[src/rtl/intra4_pkg.sv]
package intra4_pkg;
  localparam int BLK       = 4;
  localparam int NUM_LEFT  = BLK;
  localparam int NUM_ABOVE = 2 * BLK;
  localparam int NUM_PIX   = BLK * BLK;
  localparam int NUM_MODES = 9;
  localparam int MODE_W    = 4;
  localparam int AVAIL_W   = 4;
  localparam int LINE_LEN  = 15;
  localparam int TAP3_HI   = 13;
  localparam int TAP2_HI   = 10;

  localparam int AV_LEFT   = 0;
  localparam int AV_TOP    = 1;
  localparam int AV_CORNER = 2;
  localparam int AV_TOP_RT = 3;

  typedef enum logic [MODE_W-1:0] {
    M_VERT = 4'd0,
    M_HORZ = 4'd1,
    M_DC   = 4'd2,
    M_DDL  = 4'd3,
    M_DDR  = 4'd4,
    M_VRT  = 4'd5,
    M_HDN  = 4'd6,
    M_VLT  = 4'd7,
    M_HUP  = 4'd8
  } pmode_e;

  // source kinds for the per-pixel selector
  localparam int K_TOP  = 0;
  localparam int K_LEFT = 1;
  localparam int K_T3   = 2;
  localparam int K_T2   = 3;
  localparam int K_DC   = 4;
  localparam int K_SCALE = 16;

  // returns kind*K_SCALE + index for pixel (x,y) in mode m
  function automatic int tap_sel(int m, int x, int y);
    int z;
    case (m)
      0: return K_TOP * K_SCALE + x;
      1: return K_LEFT * K_SCALE + y;
      2: return K_DC * K_SCALE;
      3: return K_T3 * K_SCALE + 7 + x + y;
      4: return K_T3 * K_SCALE + 5 + x - y;
      5: begin
        z = 2 * x - y + 3;
        if (z < 3) return K_T3 * K_SCALE + 3 + z;
        else if ((z % 2) == 1) return K_T2 * K_SCALE + 5 + (z - 3) / 2;
        else return K_T3 * K_SCALE + 6 + (z - 4) / 2;
      end
      6: begin
        z = 2 * y - x + 3;
        if (z < 3) return K_T3 * K_SCALE + 7 - z;
        else if ((z % 2) == 1) return K_T2 * K_SCALE + 4 - (z - 3) / 2;
        else return K_T3 * K_SCALE + 4 - (z - 4) / 2;
      end
      7: begin
        z = 2 * x + y;
        if ((z % 2) == 0) return K_T2 * K_SCALE + 6 + z / 2;
        else return K_T3 * K_SCALE + 7 + (z - 1) / 2;
      end
      default: begin
        z = x + 2 * y;
        if (z >= 6) return K_LEFT * K_SCALE + 3;
        else if ((z % 2) == 0) return K_T2 * K_SCALE + 3 - z / 2;
        else return K_T3 * K_SCALE + 3 - (z - 1) / 2;
      end
    endcase
  endfunction
endpackage

[src/rtl/intra4_edge.sv]
module intra4_edge import intra4_pkg::*; #(
  parameter int W = 8
) (
  input  logic [NUM_LEFT-1:0][W-1:0]  left_i,
  input  logic [NUM_ABOVE-1:0][W-1:0] above_i,
  input  logic [W-1:0]                corner_i,
  input  logic                        top_rt_ok_i,
  output logic [TAP3_HI:1][W-1:0]     tap3_o,
  output logic [TAP2_HI:1][W-1:0]     tap2_o
);
  // edge line: L3 L3 L2 L1 L0 UL U0..U7 U7 (ends padded)
  logic [LINE_LEN-1:0][W-1:0] line;

  always_comb begin
    line[0] = left_i[NUM_LEFT-1];
    for (int k = 0; k < NUM_LEFT; k++) line[NUM_LEFT - k] = left_i[k];
    line[NUM_LEFT+1] = corner_i;
    for (int k = 0; k < NUM_ABOVE; k++) begin
      if (k < BLK || top_rt_ok_i) line[NUM_LEFT + 2 + k] = above_i[k];
      else                        line[NUM_LEFT + 2 + k] = above_i[BLK-1];
    end
    line[LINE_LEN-1] = line[LINE_LEN-2];
  end

  for (genvar i = 1; i <= TAP3_HI; i++) begin : g_t3
    assign tap3_o[i] = W'(({2'b00, line[i-1]} + {1'b0, line[i], 1'b0}
                          + {2'b00, line[i+1]} + (W+2)'(2)) >> 2);
  end

  for (genvar i = 1; i <= TAP2_HI; i++) begin : g_t2
    assign tap2_o[i] = W'(({1'b0, line[i]} + {1'b0, line[i+1]} + (W+1)'(1)) >> 1);
  end
endmodule

[src/rtl/intra4_dc.sv]
module intra4_dc import intra4_pkg::*; #(
  parameter int W = 8
) (
  input  logic [NUM_LEFT-1:0][W-1:0] left_i,
  input  logic [BLK-1:0][W-1:0]      top_i,
  input  logic                       left_ok_i,
  input  logic                       top_ok_i,
  output logic [W-1:0]               dc_o
);
  localparam int SW = W + 3;
  logic [SW-1:0] sum_l, sum_t;

  always_comb begin
    sum_l = '0;
    sum_t = '0;
    for (int k = 0; k < BLK; k++) begin
      sum_l = sum_l + SW'(left_i[k]);
      sum_t = sum_t + SW'(top_i[k]);
    end
    unique case ({left_ok_i, top_ok_i})
      2'b11:   dc_o = W'((sum_l + sum_t + SW'(4)) >> 3);
      2'b10:   dc_o = W'((sum_l + SW'(2)) >> 2);
      2'b01:   dc_o = W'((sum_t + SW'(2)) >> 2);
      default: dc_o = W'(1) << (W - 1);
    endcase
  end
endmodule

[src/rtl/intra4_legal.sv]
module intra4_legal import intra4_pkg::*; (
  input  logic [MODE_W-1:0] mode_i,
  input  logic              left_ok_i,
  input  logic              top_ok_i,
  input  logic              corner_ok_i,
  output logic              bad_o
);
  always_comb begin
    case (mode_i)
      M_VERT, M_DDL, M_VLT: bad_o = !top_ok_i;
      M_HORZ, M_HUP:        bad_o = !left_ok_i;
      M_DC:                 bad_o = 1'b0;
      M_DDR, M_VRT, M_HDN:  bad_o = !(top_ok_i && left_ok_i && corner_ok_i);
      default:              bad_o = 1'b1;
    endcase
  end
endmodule

[src/rtl/intra4_map.sv]
module intra4_map import intra4_pkg::*; #(
  parameter int W = 8
) (
  input  logic [MODE_W-1:0]          mode_i,
  input  logic [NUM_LEFT-1:0][W-1:0] left_i,
  input  logic [BLK-1:0][W-1:0]      top_i,
  input  logic [TAP3_HI:1][W-1:0]    tap3_i,
  input  logic [TAP2_HI:1][W-1:0]    tap2_i,
  input  logic [W-1:0]               dc_i,
  output logic [NUM_PIX-1:0][W-1:0]  pred_o
);
  for (genvar p = 0; p < NUM_PIX; p++) begin : g_pix
    localparam int PX = p % BLK;
    localparam int PY = p / BLK;
    logic [NUM_MODES-1:0][W-1:0] cand;
    logic [W-1:0] pix;

    for (genvar m = 0; m < NUM_MODES; m++) begin : g_mode
      localparam int SEL  = tap_sel(m, PX, PY);
      localparam int KIND = SEL / K_SCALE;
      localparam int IDX  = SEL % K_SCALE;
      if (KIND == K_TOP) begin : g_top
        assign cand[m] = top_i[IDX];
      end else if (KIND == K_LEFT) begin : g_left
        assign cand[m] = left_i[IDX];
      end else if (KIND == K_T3) begin : g_t3
        assign cand[m] = tap3_i[IDX];
      end else if (KIND == K_T2) begin : g_t2
        assign cand[m] = tap2_i[IDX];
      end else begin : g_dc
        assign cand[m] = dc_i;
      end
    end

    always_comb begin
      pix = cand[M_DC];
      if (mode_i < MODE_W'(NUM_MODES)) pix = cand[mode_i];
    end
    assign pred_o[p] = pix;
  end
endmodule

[src/rtl/intra4x4_pred.sv]
module intra4x4_pred import intra4_pkg::*; #(
  parameter int W = 8
) (
  input  logic                   clk_i,
  input  logic                   rst_ni,
  input  logic                   start_i,
  input  logic [NUM_LEFT*W-1:0]  left_i,
  input  logic [NUM_ABOVE*W-1:0] above_i,
  input  logic [W-1:0]           corner_i,
  input  logic [MODE_W-1:0]      mode_i,
  input  logic [AVAIL_W-1:0]     avail_i,
  output logic [NUM_PIX*W-1:0]   pred_o,
  output logic                   done_o,
  output logic                   err_o
);
  logic [NUM_LEFT-1:0][W-1:0]  cap_left;
  logic [NUM_ABOVE-1:0][W-1:0] cap_above;
  logic [W-1:0]                cap_corner;
  logic [MODE_W-1:0]           cap_mode;
  logic [AVAIL_W-1:0]          cap_avail;
  logic                        cap_vld;

  logic [TAP3_HI:1][W-1:0]     tap3;
  logic [TAP2_HI:1][W-1:0]     tap2;
  logic [W-1:0]                dc_val;
  logic                        bad;
  logic [NUM_PIX-1:0][W-1:0]   pred_c;
  logic [NUM_PIX-1:0][W-1:0]   pred_q;
  logic                        done_q, err_q;

  // capture stage
  always_ff @(posedge clk_i or negedge rst_ni) begin
    if (!rst_ni) begin
      cap_left   <= '0;
      cap_above  <= '0;
      cap_corner <= '0;
      cap_mode   <= '0;
      cap_avail  <= '0;
      cap_vld    <= 1'b0;
    end else begin
      cap_vld <= start_i;
      if (start_i) begin
        cap_left   <= left_i;
        cap_above  <= above_i;
        cap_corner <= corner_i;
        cap_mode   <= mode_i;
        cap_avail  <= avail_i;
      end
    end
  end

  intra4_edge #(.W(W)) u_edge (
    .left_i      (cap_left),
    .above_i     (cap_above),
    .corner_i    (cap_corner),
    .top_rt_ok_i (cap_avail[AV_TOP_RT]),
    .tap3_o      (tap3),
    .tap2_o      (tap2)
  );

  intra4_dc #(.W(W)) u_dc (
    .left_i    (cap_left),
    .top_i     (cap_above[BLK-1:0]),
    .left_ok_i (cap_avail[AV_LEFT]),
    .top_ok_i  (cap_avail[AV_TOP]),
    .dc_o      (dc_val)
  );

  intra4_legal u_legal (
    .mode_i      (cap_mode),
    .left_ok_i   (cap_avail[AV_LEFT]),
    .top_ok_i    (cap_avail[AV_TOP]),
    .corner_ok_i (cap_avail[AV_CORNER]),
    .bad_o       (bad)
  );

  intra4_map #(.W(W)) u_map (
    .mode_i (cap_mode),
    .left_i (cap_left),
    .top_i  (cap_above[BLK-1:0]),
    .tap3_i (tap3),
    .tap2_i (tap2),
    .dc_i   (dc_val),
    .pred_o (pred_c)
  );

  // result stage; rejected requests leave the tile untouched
  always_ff @(posedge clk_i or negedge rst_ni) begin
    if (!rst_ni) begin
      pred_q <= '0;
      done_q <= 1'b0;
      err_q  <= 1'b0;
    end else begin
      done_q <= cap_vld;
      if (cap_vld) begin
        err_q <= bad;
        if (!bad) pred_q <= pred_c;
      end
    end
  end

  assign pred_o = pred_q;
  assign done_o = done_q;
  assign err_o  = err_q;
endmodule

[config.mk]
export PLATFORM = sky130hd
export DESIGN_NAME = intra4x4_pred
export DESIGN_NICKNAME = d
export VERILOG_FILES = /design/src/rtl/intra4_pkg.sv /design/src/rtl/intra4_edge.sv /design/src/rtl/intra4_dc.sv /design/src/rtl/intra4_legal.sv /design/src/rtl/intra4_map.sv /design/src/rtl/intra4x4_pred.sv
export SDC_FILE = /design/constraint.sdc
export NUM_CORES = 2
export LEC_CHECK = 0
export ABC_AREA = 1
export BUFFER_PORTS_ARGS = -buffer_cell sky130_fd_sc_hd__buf_2
export CORE_ASPECT_RATIO = 1.2
export CORE_UTILIZATION = 55
export CTS_CLUSTER_DIAMETER = 120
export CTS_CLUSTER_SIZE = 25
export DETAILED_ROUTE_END_ITERATION = 7
export GPL_TIMING_DRIVEN = 0
export HOLD_SLACK_MARGIN = 0.15
export MAX_ROUTING_LAYER = met4
export PLACE_DENSITY = 0.72
export SLEW_MARGIN = 20
export SYNTH_ARGS = -nofsm -noshare
export SYNTH_HDL_FRONTEND = slang
export SYNTH_SLANG_ARGS = --single-unit
[constraint.sdc]
create_clock -name clk_i -period 5.25 [get_ports clk_i]
set_input_delay 0 -clock clk_i [delete_from_list [all_inputs] [get_ports clk_i]]
set_output_delay 0 -clock clk_i [all_outputs]
set_load 0.02 [all_outputs]
==> results.py, run 1 <==
metrics = {
    "clock_tree": {
        "numCtsBuffers": 13,
        "clock_path_buffers": 3,
        "cts_root_buf": "clkbuf_16",
        "htree_levels": 1,
        "cts.sinks": 243,
    },
    "synthesis": {
        "yosysWarningCount": 0,
        "ys_types": 65,
        "syn_inst": 3945,
        "synth_edf_count": 0,
        "syn-cell-area_mm2": 0.0274,
        "async_reset_ff_share_pct": 100,
        "syn_area_per_cell_um2": 6.94,
        "synth-seq-cells": 243,
        "syn-num-nets": 4405,
        "dominantRegCellSynth": "dfrtp_1",
        "synth_seq_area_share_pct": 22.2,
    },
    "global_route": {
        "grt_usage_pct": 69.1,
        "grt_pass1_wl_um": 240000,
        "grt-ovfl-total": 18,
        "grt_pass1_vias": 33997,
        "grt_max_degree": 101,
    },
    "run_status": {
        "status": "did not finish",
        "tool.error": "[ERROR GRT-0116] Global routing finished with congestion. Check the congestion regions in the DRC Viewer.",
        "haltStage": "global routing (5_1_grt)",
    },
    "place": {
        "dp_slack_ps": -826,
        "dpl_cell_area_mm2": 0.0295,
        "io_buffers": 244,
        "gp_congestion": 1.38,
        "dp_hpwl_um": 121000,
    },
    "floorplanning": {
        "start_util_pct": 55.8,
        "rows": 89,
        "die_h_um": 246,
        "ios": 245,
        "die_x_um": 206,
    },
}
==> synthesized netlist by cell type (31+ instances only) <==
library cell,count,area [µm²]
fa_1,108,2160
xor2_1,56,490
dfrtp_1,243,6080
o21ai_0,355,1780
o211ai_1,33,248
o21a_1,31,233
clkbuf_1,102,383
buf_2,35,175
nor2_1,201,754
inv_1,490,1840
or2_2,58,363
nand3_1,418,2090
ha_1,237,2970
nand4_1,38,238
a21oi_1,238,1190
nand2_1,925,3470
==> metrics by stage <==
| stage | cells | setup TNS (ps) |
|---|---|---|
| floorplan | 3945 | 0 |
| global placement | 4826 | -88360 |
| detailed placement | 4828 | -71780 |
| CTS | 4973 | -1.41 |
==> routing by layer <==
layer	GRT usage, %	overflow
met3	46.6	6
met1	70.3	0
met5	-	-
met4	63.4	8
met2	87.2	4
==> timing repair <==
| action | in CTS |
|---|---|
| endpoints found under the hold margin | 356 |
| setup buffers | 16 |
| gates resized for setup | 88 |
| setup endpoints to repair | 128 |
| cloned | 1 |
| hold buffers | 116 |
| pin swaps | 5 |
==> cells by family after synthesis <==
logic type / synth area share, %
flops: 22.2
mux: 0.946
simple gates: 28.4
compound gates: 17.9
fa+ha+maj: 18.7
xor+xnor: 2.21
buf+inv: 9.63
==> run 2, diff against run 1 <==
- CORE_ASPECT_RATIO: 1.2 -> not set
- CORE_UTILIZATION: 55 -> 40
- CTS_CLUSTER_DIAMETER: 120 -> not set
- CTS_CLUSTER_SIZE: 25 -> not set
- HOLD_SLACK_MARGIN: 0.15 -> not set
- MAX_ROUTING_LAYER: met4 -> not set
- PLACE_DENSITY: 0.72 -> not set
- PLACE_DENSITY_LB_ADDON: not set -> 0.15
==> run 2 against run 1 <==
The flow now finishes, with violations (negative setup slack); area after synthesis is the same; synthesized cell count is the same.
==> results.py, run 2 <==
metrics = {
    "synthesis": {
        "syn_area_per_cell_um2": 6.94,
        "yosysWarningCount": 0,
        "syn-cell-area_mm2": 0.0274,
        "ys_types": 65,
        "synthTopCellsByArea": "dfrtp_1 22%, nand2_1 13%, ha_1 11%",
        "yosysMostFrequentCell": "nand2_1",
        "synth_top_area_share_pct": 22.2,
        "synth_seq_area_share_pct": 22.2,
        "async_reset_ff_share_pct": 100,
        "syn-num-nets": 4405,
        "synth_edf_count": 0,
        "synth_common_cells": "925 x nand2_1, 490 x inv_1, 418 x nand3_1, 355 x o21ai_0, 243 x dfrtp_1",
        "synth_top_area_cell": "dfrtp_1",
        "syn_inst": 3945,
        "dominantRegCellSynth": "dfrtp_1",
        "synth-seq-cells": 243,
    },
    "layout": {
        "num-fill-cells": 6875,
        "final_common_cell": "nand2_1",
        "layout-drive-gt1-share_pct": 16.1,
        "ff_latch_area_mm2": 0.00613,
        "multi_input_area_mm2": 0.0193,
        "nets": 4851,
        "finalNonFillerCells": 5300,
        "largest_reg_flops": 128,
        "layout_common_cells": "907 x nand2_1, 487 x inv_1, 414 x nand3_1, 323 x o21ai_0, 279 x buf_2",
        "area.growth.synth_to_final_pct": 20.8,
    },
    "routing": {
        "antenna_left": 0,
        "route.detailed.drc": 0,
        "routed_wl_um": 180000,
        "viasPerCell": 6.22,
        "dr.max_layer_used": "met5",
        "drt-met1-wl_um": 66800,
        "wl_met2_um": 71100,
        "post_drt_wl_per_cell_um": 33.9,
        "dr.pass1.iters": 7,
        "drtIter0Drc": 4346,
        "dr_wl_met3_um": 23300,
        "num_vias": 32985,
    },
    "sta": {
        "hold_ws_ps": 102,
        "period_share_pct": 104,
        "timing.fmax_mhz": 184,
        "fin_ws_ps": -192,
        "worst_slew_margin_rel_pct": 6.90,
        "timing.final.crit_period_ps": 5440,
        "maxSlewViolCount": 0,
        "worstMarginPinSlew_ps": 1380,
        "setup_viol": 8,
        "grt_setup_unrepaired": "yes",
        "fin_skew_ps": 45.7,
        "final_hold_viol_count": 0,
    },
    "clock_tree": {
        "htree_levels": 1,
        "clock_path_buffers": 3,
        "cts_tree": "built",
        "clk_pin_slew_ps": 70,
        "clock_latency_ps": 650,
        "numCtsBuffers": 30,
        "cts_root_buf": "clkbuf_16",
        "cts.sinks": 243,
    },
    "critical_path": {
        "path_delay_family": "adder cells",
        "critPathMaxFanout": 3,
        "cp.arrival_ps": 5970,
        "crit_slowest_cell": "fa_1",
        "path_class": "flip-flop to flip-flop",
        "cp_common_cell": "ha_4",
        "path_cells": "ha_4 > fa_2 > inv_2 > fa_1 > inv_2 > ha_4 > fa_2 > or2_1 > and2_4 > ha_4 > ha_4 > a21oi_2 > o21ai_2 > nand2_2 > nand2_2 > or2_4 > nand3_4 > o21ai_4 > nand2_4 > o211ai_1 > nand3_1 > nand4_1 > o21ai_1 > inv_1",
        "max_stage_delay_ps": 540,
        "crit_buf_inv": 3,
        "start_kind": "flip-flop",
        "end_kind": "flip-flop",
        "cp.required_ps": 5780,
    },
    "floorplanning": {
        "ios": 245,
        "die_h_um": 264,
        "fp.dieArea_mm2": 0.0695,
        "core-area_mm2": 0.0674,
        "rows": 95,
        "die_x_um": 264,
        "start_util_pct": 40.6,
    },
    "worst_hold_path": {
        "min_path_type": "primary input to flip-flop",
    },
    "global_route": {
        "grt_usage_pct": 50.7,
        "grt_max_degree": 94,
        "grt_pass1_wl_um": 244000,
        "grt_pass1_vias": 31532,
        "grt-ovfl-total": 0,
        "antenna_found_initial": 17,
    },
    "place": {
        "dp_hpwl_um": 141000,
        "gp_congestion": 1.17,
        "dpl.cell_count": 5067,
        "io_buffers": 244,
    },
    "run_status": {
        "violations": "negative setup slack",
        "status": "finished, violations left",
    },
    "flow_run": {
        "max-cap-violations": 0,
    },
    "pwr": {
        "power.leakage_nw": 16.7,
        "ir_drop_mv": 1.13,
        "p_per_area_mw_per_mm2": 518,
    },
}
-- run 2: kinds of logic after synthesis --
logic type | after synthesis | synth area share (%)
multiplexers | 23 | 0.946
AND/OR/NAND/NOR | 1757 | 28.4
XOR/XNOR | 69 | 2.21
buffers and inverters | 670 | 9.63
AO/OA/AOI/OAI | 838 | 17.9
flip-flops | 243 | 22.2
adder cells (fa/ha/maj) | 345 | 18.7
-- run 2: path summary, 6_finish.rpt --
kind,start,endpoint,slack (ps),cells past startpoint
max,cap_left[0],pred_o[122],-190,24
min,start_i,cap_vld,100,2
max reg2reg,cap_left[0],pred_o[122],-190,24
min reg2reg,pred_o[102],pred_o[102],480,2
max in group asynchronous,rst_ni,cap_left[4],4040,4
min in group asynchronous,rst_ni,pred_o[82],390,3
-- run 2: layout make-up --
class                      count  share of cell area (%)
sequential                   243                    18.5
clock inverter                15                   0.303
tap                          873                    3.30
timing repair buffer         418                    8.76
inverter                     501                    5.69
antenna                       13                  0.0983
buffer                       165                    2.30
multi-input combinational   3032                    58.5
clock buffer                  40                    2.54
-- run 2: what timing repair did --
| action | in CTS | in global routing |
|---|---|---|
| hold endpoints to repair | 356 | 0 |
| cloned | 1 | 1 |
| pin swaps | 20 | 22 |
| buffers inserted | 32 | 20 |
| endpoints found under the setup margin | 128 | 114 |
| hold buffers | 116 | 0 |
| resized for setup | 112 | 68 |
-- run 2: report_power, final --
group	switching, W	leakage [nW]	internal (W)
clock network	0.000951	0.456	0.00112
registers	0.000456	2.84	0.00237
logic	0.00825	13.4	0.00400
-- run 2: worst register-to-register path, cell delays in order (launching register included) --
cell and delay, ps:
dfrtp_2 440, ha_4 180, fa_2 520, inv_2 40, fa_1 540, inv_2 60, ha_4 160, fa_2 370
or2_1 230, and2_4 150, ha_4 260, ha_4 200, a21oi_2 140, o21ai_2 90, nand2_2 90, nand2_2 70
or2_4 240, nand3_4 70, o21ai_4 90, nand2_4 150, o211ai_1 410, nand3_1 200, nand4_1 360, o21ai_1 210
inv_1 60
-- run 2: layer usage --
metal | vias to the layer above | GRT usage, %
met4 | 8 | 40.7
met3 | 731 | 18.5
met1 | 15795 | 61.2
met2 | 2428 | 72.4
met5 | - | 0
li1 | 14023 | -
-- run 2: stage by stage --
step	util (%)	power [W]	area [µm²]	setup TNS, ps	worst slack (ps)
2_1_floorplan	-	0.00924	27400	0	387
3_3_place_gp	44.1	0.0132	29700	-182950	-1350
3_5_place_dp	44.2	0.0133	29800	-93460	-1310
4_1_cts	48.4	0.0160	32600	-148	-59.3
5_1_grt	49.0	0.0179	33100	-3440	-147
6_report	49.1	0.0172	33100	-609	-192
Note: power is estimated with default switching activity, not from simulation.
